==> src/rtl/blk66_pkg.sv <==
package blk66_pkg;

    // Header classification reported on the block output
    typedef enum logic [1:0] {
        KIND_INV  = 2'b00,
        KIND_DATA = 2'b01,
        KIND_CTRL = 2'b10
    } hdr_kind_e;

    // Alignment state
    typedef enum logic {
        ST_HUNT   = 1'b0,
        ST_LOCKED = 1'b1
    } sync_state_e;

endpackage

==> src/rtl/blk66_shifter.sv <==
// Serial-to-block assembly with a one-bit slip control.
module blk66_shifter #(
    parameter int PAY_W = 64
) (
    input  logic               clk,
    input  logic               rst,
    input  logic               bit_in,
    input  logic               bit_vld,
    input  logic               slip,
    output logic [PAY_W+1:0]   blk_out,
    output logic               blk_stb
);
    localparam int BLK_W = PAY_W + 2;
    localparam int CW    = $clog2(BLK_W);
    localparam logic [CW-1:0] LAST = CW'(BLK_W - 1);

    logic [BLK_W-2:0] sr;
    logic [CW-1:0]    cnt;
    logic             slip_pend;
    logic             skip;

    assign skip = slip | slip_pend;

    always_ff @(posedge clk) begin
        if (rst) begin
            sr        <= '0;
            cnt       <= '0;
            slip_pend <= 1'b0;
            blk_out   <= '0;
            blk_stb   <= 1'b0;
        end else begin
            blk_stb <= 1'b0;
            if (bit_vld) begin
                if (skip) begin
                    // drop this bit: framing moves one position later
                    slip_pend <= 1'b0;
                end else begin
                    sr <= {sr[BLK_W-3:0], bit_in};
                    if (cnt == LAST) begin
                        cnt     <= '0;
                        blk_out <= {sr, bit_in};
                        blk_stb <= 1'b1;
                    end else begin
                        cnt <= cnt + 1'b1;
                    end
                end
            end else if (slip) begin
                slip_pend <= 1'b1;
            end
        end
    end


    blk_pulse_chk: assert property (@(posedge clk) disable iff (rst)
        blk_stb |=> !blk_stb);


    blk_src_chk: assert property (@(posedge clk) disable iff (rst)
        blk_stb |-> $past(bit_vld));

endmodule

==> src/rtl/blk66_hdr_sort.sv <==
// Two-bit header classifier.
module blk66_hdr_sort
    import blk66_pkg::*;
(
    input  logic [1:0] hdr,
    output hdr_kind_e  kind
);
    always_comb begin
        unique case (hdr)
            2'b01:   kind = KIND_DATA;
            2'b10:   kind = KIND_CTRL;
            default: kind = KIND_INV;
        endcase
    end
endmodule

==> src/rtl/blk66_sync_fsm.sv <==
// Hunt / lock state machine with acquire and loss counters.
module blk66_sync_fsm
    import blk66_pkg::*;
#(
    parameter int LOCK_N = 64,
    parameter int BAD_N  = 16,
    parameter int WIN_N  = 64
) (
    input  logic      clk,
    input  logic      rst,
    input  logic      blk_stb,
    input  hdr_kind_e kind,
    output logic      slip,
    output logic      locked
);
    localparam int GW = $clog2(LOCK_N + 1);
    localparam int BW = $clog2(BAD_N + 1);
    localparam int WW = $clog2(WIN_N + 1);
    localparam logic [GW-1:0] GOOD_LAST = GW'(LOCK_N - 1);
    localparam logic [BW-1:0] BAD_LAST  = BW'(BAD_N - 1);
    localparam logic [WW-1:0] WIN_LAST  = WW'(WIN_N - 1);

    sync_state_e     state, state_nxt;
    logic [GW-1:0]   good_cnt;
    logic [BW-1:0]   bad_cnt;
    logic [WW-1:0]   win_cnt;
    logic            hdr_ok;

    assign hdr_ok = (kind != KIND_INV);

    // next state
    always_comb begin
        state_nxt = state;
        unique case (state)
            ST_HUNT: begin
                if (blk_stb && hdr_ok && good_cnt == GOOD_LAST)
                    state_nxt = ST_LOCKED;          // acquire
            end
            ST_LOCKED: begin
                if (blk_stb && !hdr_ok && bad_cnt == BAD_LAST)
                    state_nxt = ST_HUNT;            // lose
            end
            default: state_nxt = ST_HUNT;
        endcase
    end

    // state register
    always_ff @(posedge clk) begin
        if (rst) state <= ST_HUNT;
        else     state <= state_nxt;
    end

    // counters
    always_ff @(posedge clk) begin
        if (rst) begin
            good_cnt <= '0;
            bad_cnt  <= '0;
            win_cnt  <= '0;
        end else if (blk_stb) begin
            if (state_nxt != state) begin
                good_cnt <= '0;
                bad_cnt  <= '0;
                win_cnt  <= '0;
            end else if (state == ST_HUNT) begin
                good_cnt <= hdr_ok ? good_cnt + 1'b1 : '0;
            end else if (win_cnt == WIN_LAST) begin
                win_cnt <= '0;
                bad_cnt <= '0;
            end else begin
                win_cnt <= win_cnt + 1'b1;
                if (!hdr_ok) bad_cnt <= bad_cnt + 1'b1;
            end
        end
    end

    // outputs
    always_comb begin
        locked = (state == ST_LOCKED);
        slip   = blk_stb && !hdr_ok &&
                 (state == ST_HUNT || state_nxt == ST_HUNT);
    end


    lock_rise_chk: assert property (@(posedge clk) disable iff (rst)
        $rose(locked) |-> $past(blk_stb && kind != KIND_INV));


    lock_fall_chk: assert property (@(posedge clk) disable iff (rst)
        $fell(locked) |-> $past(blk_stb && kind == KIND_INV));


    slip_cause_chk: assert property (@(posedge clk) disable iff (rst)
        slip |-> (blk_stb && kind == KIND_INV));

endmodule

==> src/rtl/blk66_aligner.sv <==
// Top: 66-bit block alignment finder.
module blk66_aligner
    import blk66_pkg::*;
#(
    parameter int PAY_W  = 64,
    parameter int LOCK_N = 64,
    parameter int BAD_N  = 16,
    parameter int WIN_N  = 64
) (
    input  logic             clk,
    input  logic             rst,
    input  logic             line_bit,
    input  logic             line_vld,
    output logic [PAY_W+1:0] blk_out,
    output logic [1:0]       hdr_kind,
    output logic             blk_vld,
    output logic             locked
);
    logic      slip;
    hdr_kind_e kind;

    blk66_shifter #(.PAY_W(PAY_W)) u_shift (
        .clk     (clk),
        .rst     (rst),
        .bit_in  (line_bit),
        .bit_vld (line_vld),
        .slip    (slip),
        .blk_out (blk_out),
        .blk_stb (blk_vld)
    );

    blk66_hdr_sort u_sort (
        .hdr  (blk_out[PAY_W+1:PAY_W]),
        .kind (kind)
    );

    blk66_sync_fsm #(
        .LOCK_N (LOCK_N),
        .BAD_N  (BAD_N),
        .WIN_N  (WIN_N)
    ) u_fsm (
        .clk     (clk),
        .rst     (rst),
        .blk_stb (blk_vld),
        .kind    (kind),
        .slip    (slip),
        .locked  (locked)
    );

    assign hdr_kind = kind;


    data_hdr_chk: assert property (@(posedge clk) disable iff (rst)
        (blk_vld && hdr_kind == 2'b01) |-> blk_out[PAY_W+1:PAY_W] == 2'b01);


    ctrl_hdr_chk: assert property (@(posedge clk) disable iff (rst)
        (blk_vld && hdr_kind == 2'b10) |-> blk_out[PAY_W+1:PAY_W] == 2'b10);

endmodule

==> config.mk <==
export PLATFORM = sky130hd
export DESIGN_NAME = blk66_aligner
export DESIGN_NICKNAME = d
export VERILOG_FILES = /design/src/rtl/blk66_pkg.sv /design/src/rtl/blk66_shifter.sv /design/src/rtl/blk66_hdr_sort.sv /design/src/rtl/blk66_sync_fsm.sv /design/src/rtl/blk66_aligner.sv
export SDC_FILE = /design/constraint.sdc
export NUM_CORES = 1
export LEC_CHECK = 0
export ABC_AREA = 0
export BUFFER_PORTS_ARGS = -buffer_cell sky130_fd_sc_hd__buf_4
export CORE_ASPECT_RATIO = 1.1
export CORE_MARGIN = 1.5
export CORE_UTILIZATION = 40
export DETAILED_ROUTE_END_ITERATION = 12
export GPL_TIMING_DRIVEN = 0
export PLACE_DENSITY = 0.66
export SKIP_CTS_REPAIR_TIMING = 1
export SLEW_MARGIN = 20
export SYNTH_ARGS = -nofsm -noshare
export SYNTH_HDL_FRONTEND = slang
export SYNTH_SLANG_ARGS = --single-unit
==> constraint.sdc <==
create_clock -name clk -period 2.32 [get_ports clk]
set_input_delay 0.58 -clock clk [delete_from_list [all_inputs] [get_ports clk]]
set_output_delay 0.58 -clock clk [all_outputs]
set_load 0.01 [all_outputs]
==> results of run 1 <==
## logic make-up after synthesis
logic type      Yosys count  synth area share [%]
compound gates          162                  19.4
xor+xnor                  8                  1.24
fa+ha+maj                10                  2.22
buf+inv                  48                  3.94
flops                   160                  56.7
mux                       2                 0.377
simple gates            209                  16.1
## Yosys cell counts, types with 2 or more instances
| library cell | instances | area share (%) |
|---|---|---|
| dfxtp_1 | 160 | 57 |
| nand2_1 | 144 | 9.6 |
| a21oi_1 | 74 | 6.6 |
| a22o_1 | 68 | 11 |
| nor2_1 | 18 | 1.2 |
| buf_2 | 16 | 1.4 |
| clkbuf_1 | 16 | 1.1 |
| ha_1 | 10 | 2.2 |
| o21ai_0 | 8 | 0.71 |
| inv_1 | 7 | 0.47 |
| nand3_1 | 7 | 0.62 |
| xor2_1 | 7 | 1.1 |
| nand4_1 | 6 | 0.66 |
| nor3_1 | 6 | 0.53 |
| and2_1 | 5 | 0.55 |
| a31oi_1 | 4 | 0.44 |
| and3_1 | 4 | 0.44 |
| buf_1 | 4 | 0.27 |
| buf_4 | 4 | 0.53 |
| nand2b_1 | 4 | 0.44 |
| nor2b_1 | 4 | 0.44 |
| nor4b_1 | 3 | 0.47 |
| or3_1 | 3 | 0.33 |
| a311oi_1 | 2 | 0.31 |
| nand3b_1 | 2 | 0.27 |
| o21bai_1 | 2 | 0.27 |
## report_power, final
part | switching [mW] | internal [mW] | leakage (nW)
sequential | 0.00802 | 2.75 | 1.29
combinational | 0.119 | 0.0931 | 1.44
clock | 1.02 | 1.67 | 0.287
total | 1.15 | 4.52 | 3.02
## flip-flops by register name, indices dropped and copies added, names as in the netlist
name,flops
u_shift.sr,65
u_shift.cnt,7
u_fsm.bad_cnt,5
u_shift.blk_stb,1
u_fsm.win_cnt,7
u_fsm.locked,1
u_fsm.good_cnt,7
u_shift.blk_out,66
u_shift.slip_pend,1
## worst max-delay path, delay by kind of cell (launching register included)
| family | cells | cell delay, ns |
|---|---|---|
| flip-flops | 1 | 0.35 |
| AND/OR/NAND/NOR | 5 | 0.98 |
| AO/OA/AOI/OAI | 3 | 0.43 |
| adder cells (fa/ha/maj) | 3 | 0.46 |
| buffers and inverters | 3 | 0.33 |
## per-layer routing
| metal | track usage, % | wire [um] |
|---|---|---|
| met5 | 0 | 0 |
| met4 | 7.68 | 180 |
| met3 | 4.74 | 523 |
| met2 | 28.1 | 6330 |
| met1 | 21.3 | 6050 |
## worst max path at each step
stage | start | endpoint | slack, ns
floorplan | u_fsm.bad_cnt[1]$_SDFFE_PP0P_ | u_shift.blk_out[25]$_SDFFE_PP0P_ | -0.07
detailed placement | u_fsm.bad_cnt[1]$_SDFFE_PP0P_ | u_shift.blk_out[52]$_SDFFE_PP0P_ | -0.41
global placement | u_fsm.bad_cnt[1]$_SDFFE_PP0P_ | u_shift.blk_out[53]$_SDFFE_PP0P_ | -0.34
CTS | u_fsm.bad_cnt[1]$_SDFFE_PP0P_ | u_shift.blk_out[39]$_SDFFE_PP0P_ | -0.44
finish | u_fsm.bad_cnt[1]$_SDFFE_PP0P_ | u_shift.blk_out[61]$_SDFFE_PP0P_ | -0.35
global route | u_fsm.bad_cnt[0]$_SDFFE_PP0P_ | u_shift.blk_out[61]$_SDFFE_PP0P_ | -0.45
## layout make-up
| type | count | area (sq um) |
|---|---|---|
| fill | 1195 | 6120 |
| buffer | 40 | 357 |
| clock inverter | 7 | 85.1 |
| multi-input combinational | 391 | 2420 |
| inverter | 7 | 26.3 |
| timing repair buffer | 100 | 860 |
| sequential | 160 | 3210 |
| tap | 188 | 235 |
| clock buffer | 22 | 484 |
==> results.yml, run 1 <==
placed_design:
  dpl_worst_slack_ns: -0.413
  post_dp_cell_area_sq_um: 6510
  gp_congestion: 0.784
  dpl.cell_count: 860
  hpwl_um: 8640
  port_buffers: 73
worst_setup_path:
  critPathRequiredTime_ns: 2.63
  rr_startpoint: "u_fsm.bad_cnt[1]$_SDFFE_PP0P_"
  crit_fanout: 6
  rrSetupSlack_ns: -0.35
  slowest_stage: "dfxtp_4"
  crit_type: "reg -> reg"
  crit_path_start_kind: "flop"
  end_kind: "flop"
  crit_chain: "ha_4 > and3_4 > ha_4 > and2_4 > o21ai_2 > o21ai_2 > inv_1 > ha_2 > nand3b_1 > nand4_1 > nor2b_4 > buf_8 > buf_8 > a22o_1"
  r2r_end: "u_shift.blk_out[61]$_SDFFE_PP0P_"
  ff2ff_path_depth: 14
  cpPeakStageDelay_ns: 0.35
  cp.arrival_ns: 2.98
drt:
  num_vias: 4629
  dr.pass1.iters: 4
  postRouteAntennaNets: 0
  viasPerCell: 5.06
  drt-total-wl_um: 13100
  drcViolationCount: 0
  wl_per_cell_um: 14.3
  drtIter0Drc: 298
cells_and_area:
  instances_no_fill: 915
  layout_common_cells: "158 x dfxtp_1, 143 x nand2_1, 97 x buf_4, 68 x a22o_1, 58 x a21oi_1"
  diodes: 0
  post-route-util_pct: 55.7
  fin_area_sq_um: 7680
  nets: 731
  drive_above_1_share_pct: 27.4
  mostFrequentLayoutCell: "dfxtp_1"
  area_growth_pct: 35.9
clocking:
  cts_tree: "yes"
  clock_latency_ns: 0.42
  cts.path.max_buffers: 2
  clkTransAtPathRegs_ns: 0.06
  cts-root-buf: "clkbuf_16"
  htreeDepth: 4
  cts_buffers: 17
  cts.sinks: 160
grt:
  grt_pass1_vias: 4157
  antenna_found_initial: 0
  grt_overflow: 0
  grt.total_usage_pct: 17.3
  grt_max_degree: 17
  grt_pass1_wl_um: 19800
logic_synthesis:
  ys_warn_count: 0
  synth-main-ff-cell: "dfxtp_1"
  syn-cell-area_sq_um: 5650
  avgSynthCellArea_sq_um: 9.43
  synth_cells: 599
  synth_edf_count: 0
  synthArstFlopShare_pct: 0
  syn_nets: 613
  synth_cell_types: 37
  yosysSeqAreaShare_pct: 56.7
  synth-seq-cells: 160
sta:
  drv_slew: 0
  timing.final.hold_violations: 0
  period_share_pct: 115
  slew_headroom_pct: 59.0
  min_period_ns: 2.67
  fin_hold_ws_ns: 0.339
  finalWorstSetupSlack_ns: -0.353
  rsz0062_at_grt: "yes"
  setup_tns_ns: -30.09
  fin_skew_ns: 0.00637
  finalSetupViolations: 140
  clock.fmax_mhz: 374
  worstMarginPinSlew_ns: 0.615
worst_hold_path:
  worstHoldPathCells: 2
  hp-class: "in -> reg"
  holdPathEnd: "u_shift.slip_pend$_SDFFE_PP0P_"
  hold_start: "line_vld"
floorplanning:
  placementRows: 45
  die_area_sq_um: 14800
  dieHeight_um: 128
  start_util_pct: 40.9
  ios: 74
  die_x_um: 116
  core_sq_um: 13800
power_and_ir_drop:
  p_total_mw: 5.66
  ir_worst_vdd_v: 0.000476
  power_density_nw_per_um2: 738
  p_leak_nw: 3.02
run:
  maxCapViolations: 0
outcome:
  violations: "setup timing"
  status: "finished with violations"
Note: power is estimated with default switching activity, not from simulation.
==> run 2: changes to the inputs <==
PLACE_DENSITY = default   (was 0.66)
PLACE_DENSITY_LB_ADDON = 0.12   (was default)
==> run 2 against run 1 <==
Compared with the run above: the run still ends with setup timing left; clock skew is 0.00082 ns higher; combinational power fell by 16%; sequential share of layout area rose by 1.0 points; die area did not move; clock power increased by 7%; via count shrank 3.1%; cell area fell by 2.4%; global-route usage decreased by 0.38 points; hold slack barely moved; worst setup slack improved by 0.035 ns; flip-flop and latch count unchanged; critical endpoint is now u_shift.blk_out[45]$_SDFFE_PP0P_; largest cell class unchanged.
==> results.yml, run 2 (synthesized netlist as in run 1, its figures left out) <==
outcome:
  status: "finished with violations"
  violations: "setup timing"
cells_and_area:
  post-route-util_pct: 54.3
  nets: 714
  mostFrequentLayoutCell: "dfxtp_1"
  largest_reg_flops: 66
  layout_common_cells: "158 x dfxtp_1, 143 x nand2_1, 78 x buf_4, 73 x a21oi_1, 68 x a22o_1"
  largest-register: "u_shift.blk_out"
  diodes: 0
  area_growth_pct: 32.6
  fin_area_sq_um: 7490
  reg_top3: "u_shift.blk_out x66, u_shift.sr x65"
  instances_no_fill: 901
  drive_above_1_share_pct: 23.7
sta:
  slew_headroom_pct: 61.7
  setup_tns_ns: -25.76
  period_share_pct: 114
  clock.fmax_mhz: 379
  min_period_ns: 2.64
  rsz0062_at_grt: "yes"
  finalWorstSetupSlack_ns: -0.318
  drv_slew: 0
  finalSetupViolations: 138
  fin_skew_ns: 0.00719
  timing.final.hold_violations: 0
  fin_hold_ws_ns: 0.339
  worstMarginPinSlew_ns: 0.574
floorplanning:
  die_area_sq_um: 14800
  core_sq_um: 13800
  dieHeight_um: 128
  placementRows: 45
  ios: 74
  die_x_um: 116
  start_util_pct: 40.9
drt:
  wl_per_cell_um: 13.6
  drtIter0Drc: 150
  drt-total-wl_um: 12200
  postRouteAntennaNets: 0
  dr.pass1.iters: 4
  drcViolationCount: 0
  num_vias: 4487
  viasPerCell: 4.98
grt:
  grt_overflow: 0
  grt_pass1_vias: 4169
  antenna_found_initial: 0
  grt_max_degree: 17
  grt.total_usage_pct: 16.9
  grt_pass1_wl_um: 19700
clocking:
  cts_tree: "yes"
  cts-root-buf: "clkbuf_16"
  clkTransAtPathRegs_ns: 0.06
  cts.path.max_buffers: 2
  cts_buffers: 17
  cts.sinks: 160
  clock_latency_ns: 0.42
  htreeDepth: 4
worst_setup_path:
  end_kind: "flop"
  crit_fanout: 8
  critPathRequiredTime_ns: 2.63
  rrSetupSlack_ns: -0.32
  crit_path_start_kind: "flop"
  cp.arrival_ns: 2.95
  crit_type: "reg -> reg"
placed_design:
  dpl.cell_count: 860
  post_dp_cell_area_sq_um: 6510
  port_buffers: 73
  gp_congestion: 0.833
  hpwl_um: 8340
  dpl_worst_slack_ns: -0.389
power_and_ir_drop:
  power_density_nw_per_um2: 777
  p_total_mw: 5.82
  ir_worst_vdd_v: 0.000380
  p_leak_nw: 2.93
worst_hold_path:
  hp-class: "in -> reg"
run:
  maxCapViolations: 0
==> run 2: cell count changes in the layout (fill, tap and decap cells not counted), moves of 2 or more <==
cell        before  now
clkbuf_4         1    7
a21oi_2         16    1
nor3_1           5    3
buf_6           14    9
buf_4           97   78
clkbuf_16       23   21
clkinv_2         5    3
a21oi_1         58   73
clkbuf_2         0    2
nor3_2           1    3
clkinvlp_4       0    2
==> run 2: layer usage <==
metal	up-vias	wire [um]	track usage, %
met3	12	456	5.27
li1	2283	-	-
met1	2114	5650	21.0
met4	0	153	5.60
met2	78	5960	27.6
met5	-	0	0
==> run 2: cell type report <==
| cell class | count | area, sq um |
|---|---|---|
| Buffer | 40 | 333 |
| Clock buffer | 23 | 488 |
| Clock inverter | 9 | 129 |
| Timing Repair Buffer | 83 | 709 |
| Multi-Input combinational cell | 391 | 2360 |
| Tap cell | 188 | 235 |
| Sequential cell | 160 | 3210 |
| Inverter | 7 | 26.3 |
| Fill cell | 1269 | 6300 |
==> run 2: final timing paths <==
| kind | from | to | cells after the start |
|---|---|---|---|
| worst max-delay path | u_fsm.bad_cnt[1]$_SDFFE_PP0P_ | u_shift.blk_out[45]$_SDFFE_PP0P_ | 14 |
| worst min-delay path | line_vld | u_shift.slip_pend$_SDFFE_PP0P_ | 2 |
| worst max register to register | u_fsm.bad_cnt[1]$_SDFFE_PP0P_ | u_shift.blk_out[45]$_SDFFE_PP0P_ | 14 |
| worst min register to register | u_fsm.win_cnt[6]$_SDFFE_PP0P_ | u_fsm.win_cnt[6]$_SDFFE_PP0P_ | 2 |
==> run 2: power by group <==
part	leakage [nW]	internal (mW)	switching (mW)	total, mW
Clock	0.300	1.81	1.07	2.88
Sequential	1.29	2.75	0.00832	2.76
Combinational	1.34	0.0720	0.107	0.179
==> run 2: critical path, cell delays in order, from the launching register on <==
cell and delay, ns:
dfxtp_2 0.34, ha_4 0.15, and3_4 0.17, ha_4 0.14, and2_4 0.14, o21ai_2 0.11
o21ai_2 0.08, inv_1 0.06, ha_2 0.17, nand3b_1 0.23, nand4_1 0.20, nor2b_4 0.21
buf_12 0.16, clkbuf_16 0.15, a22o_1 0.19
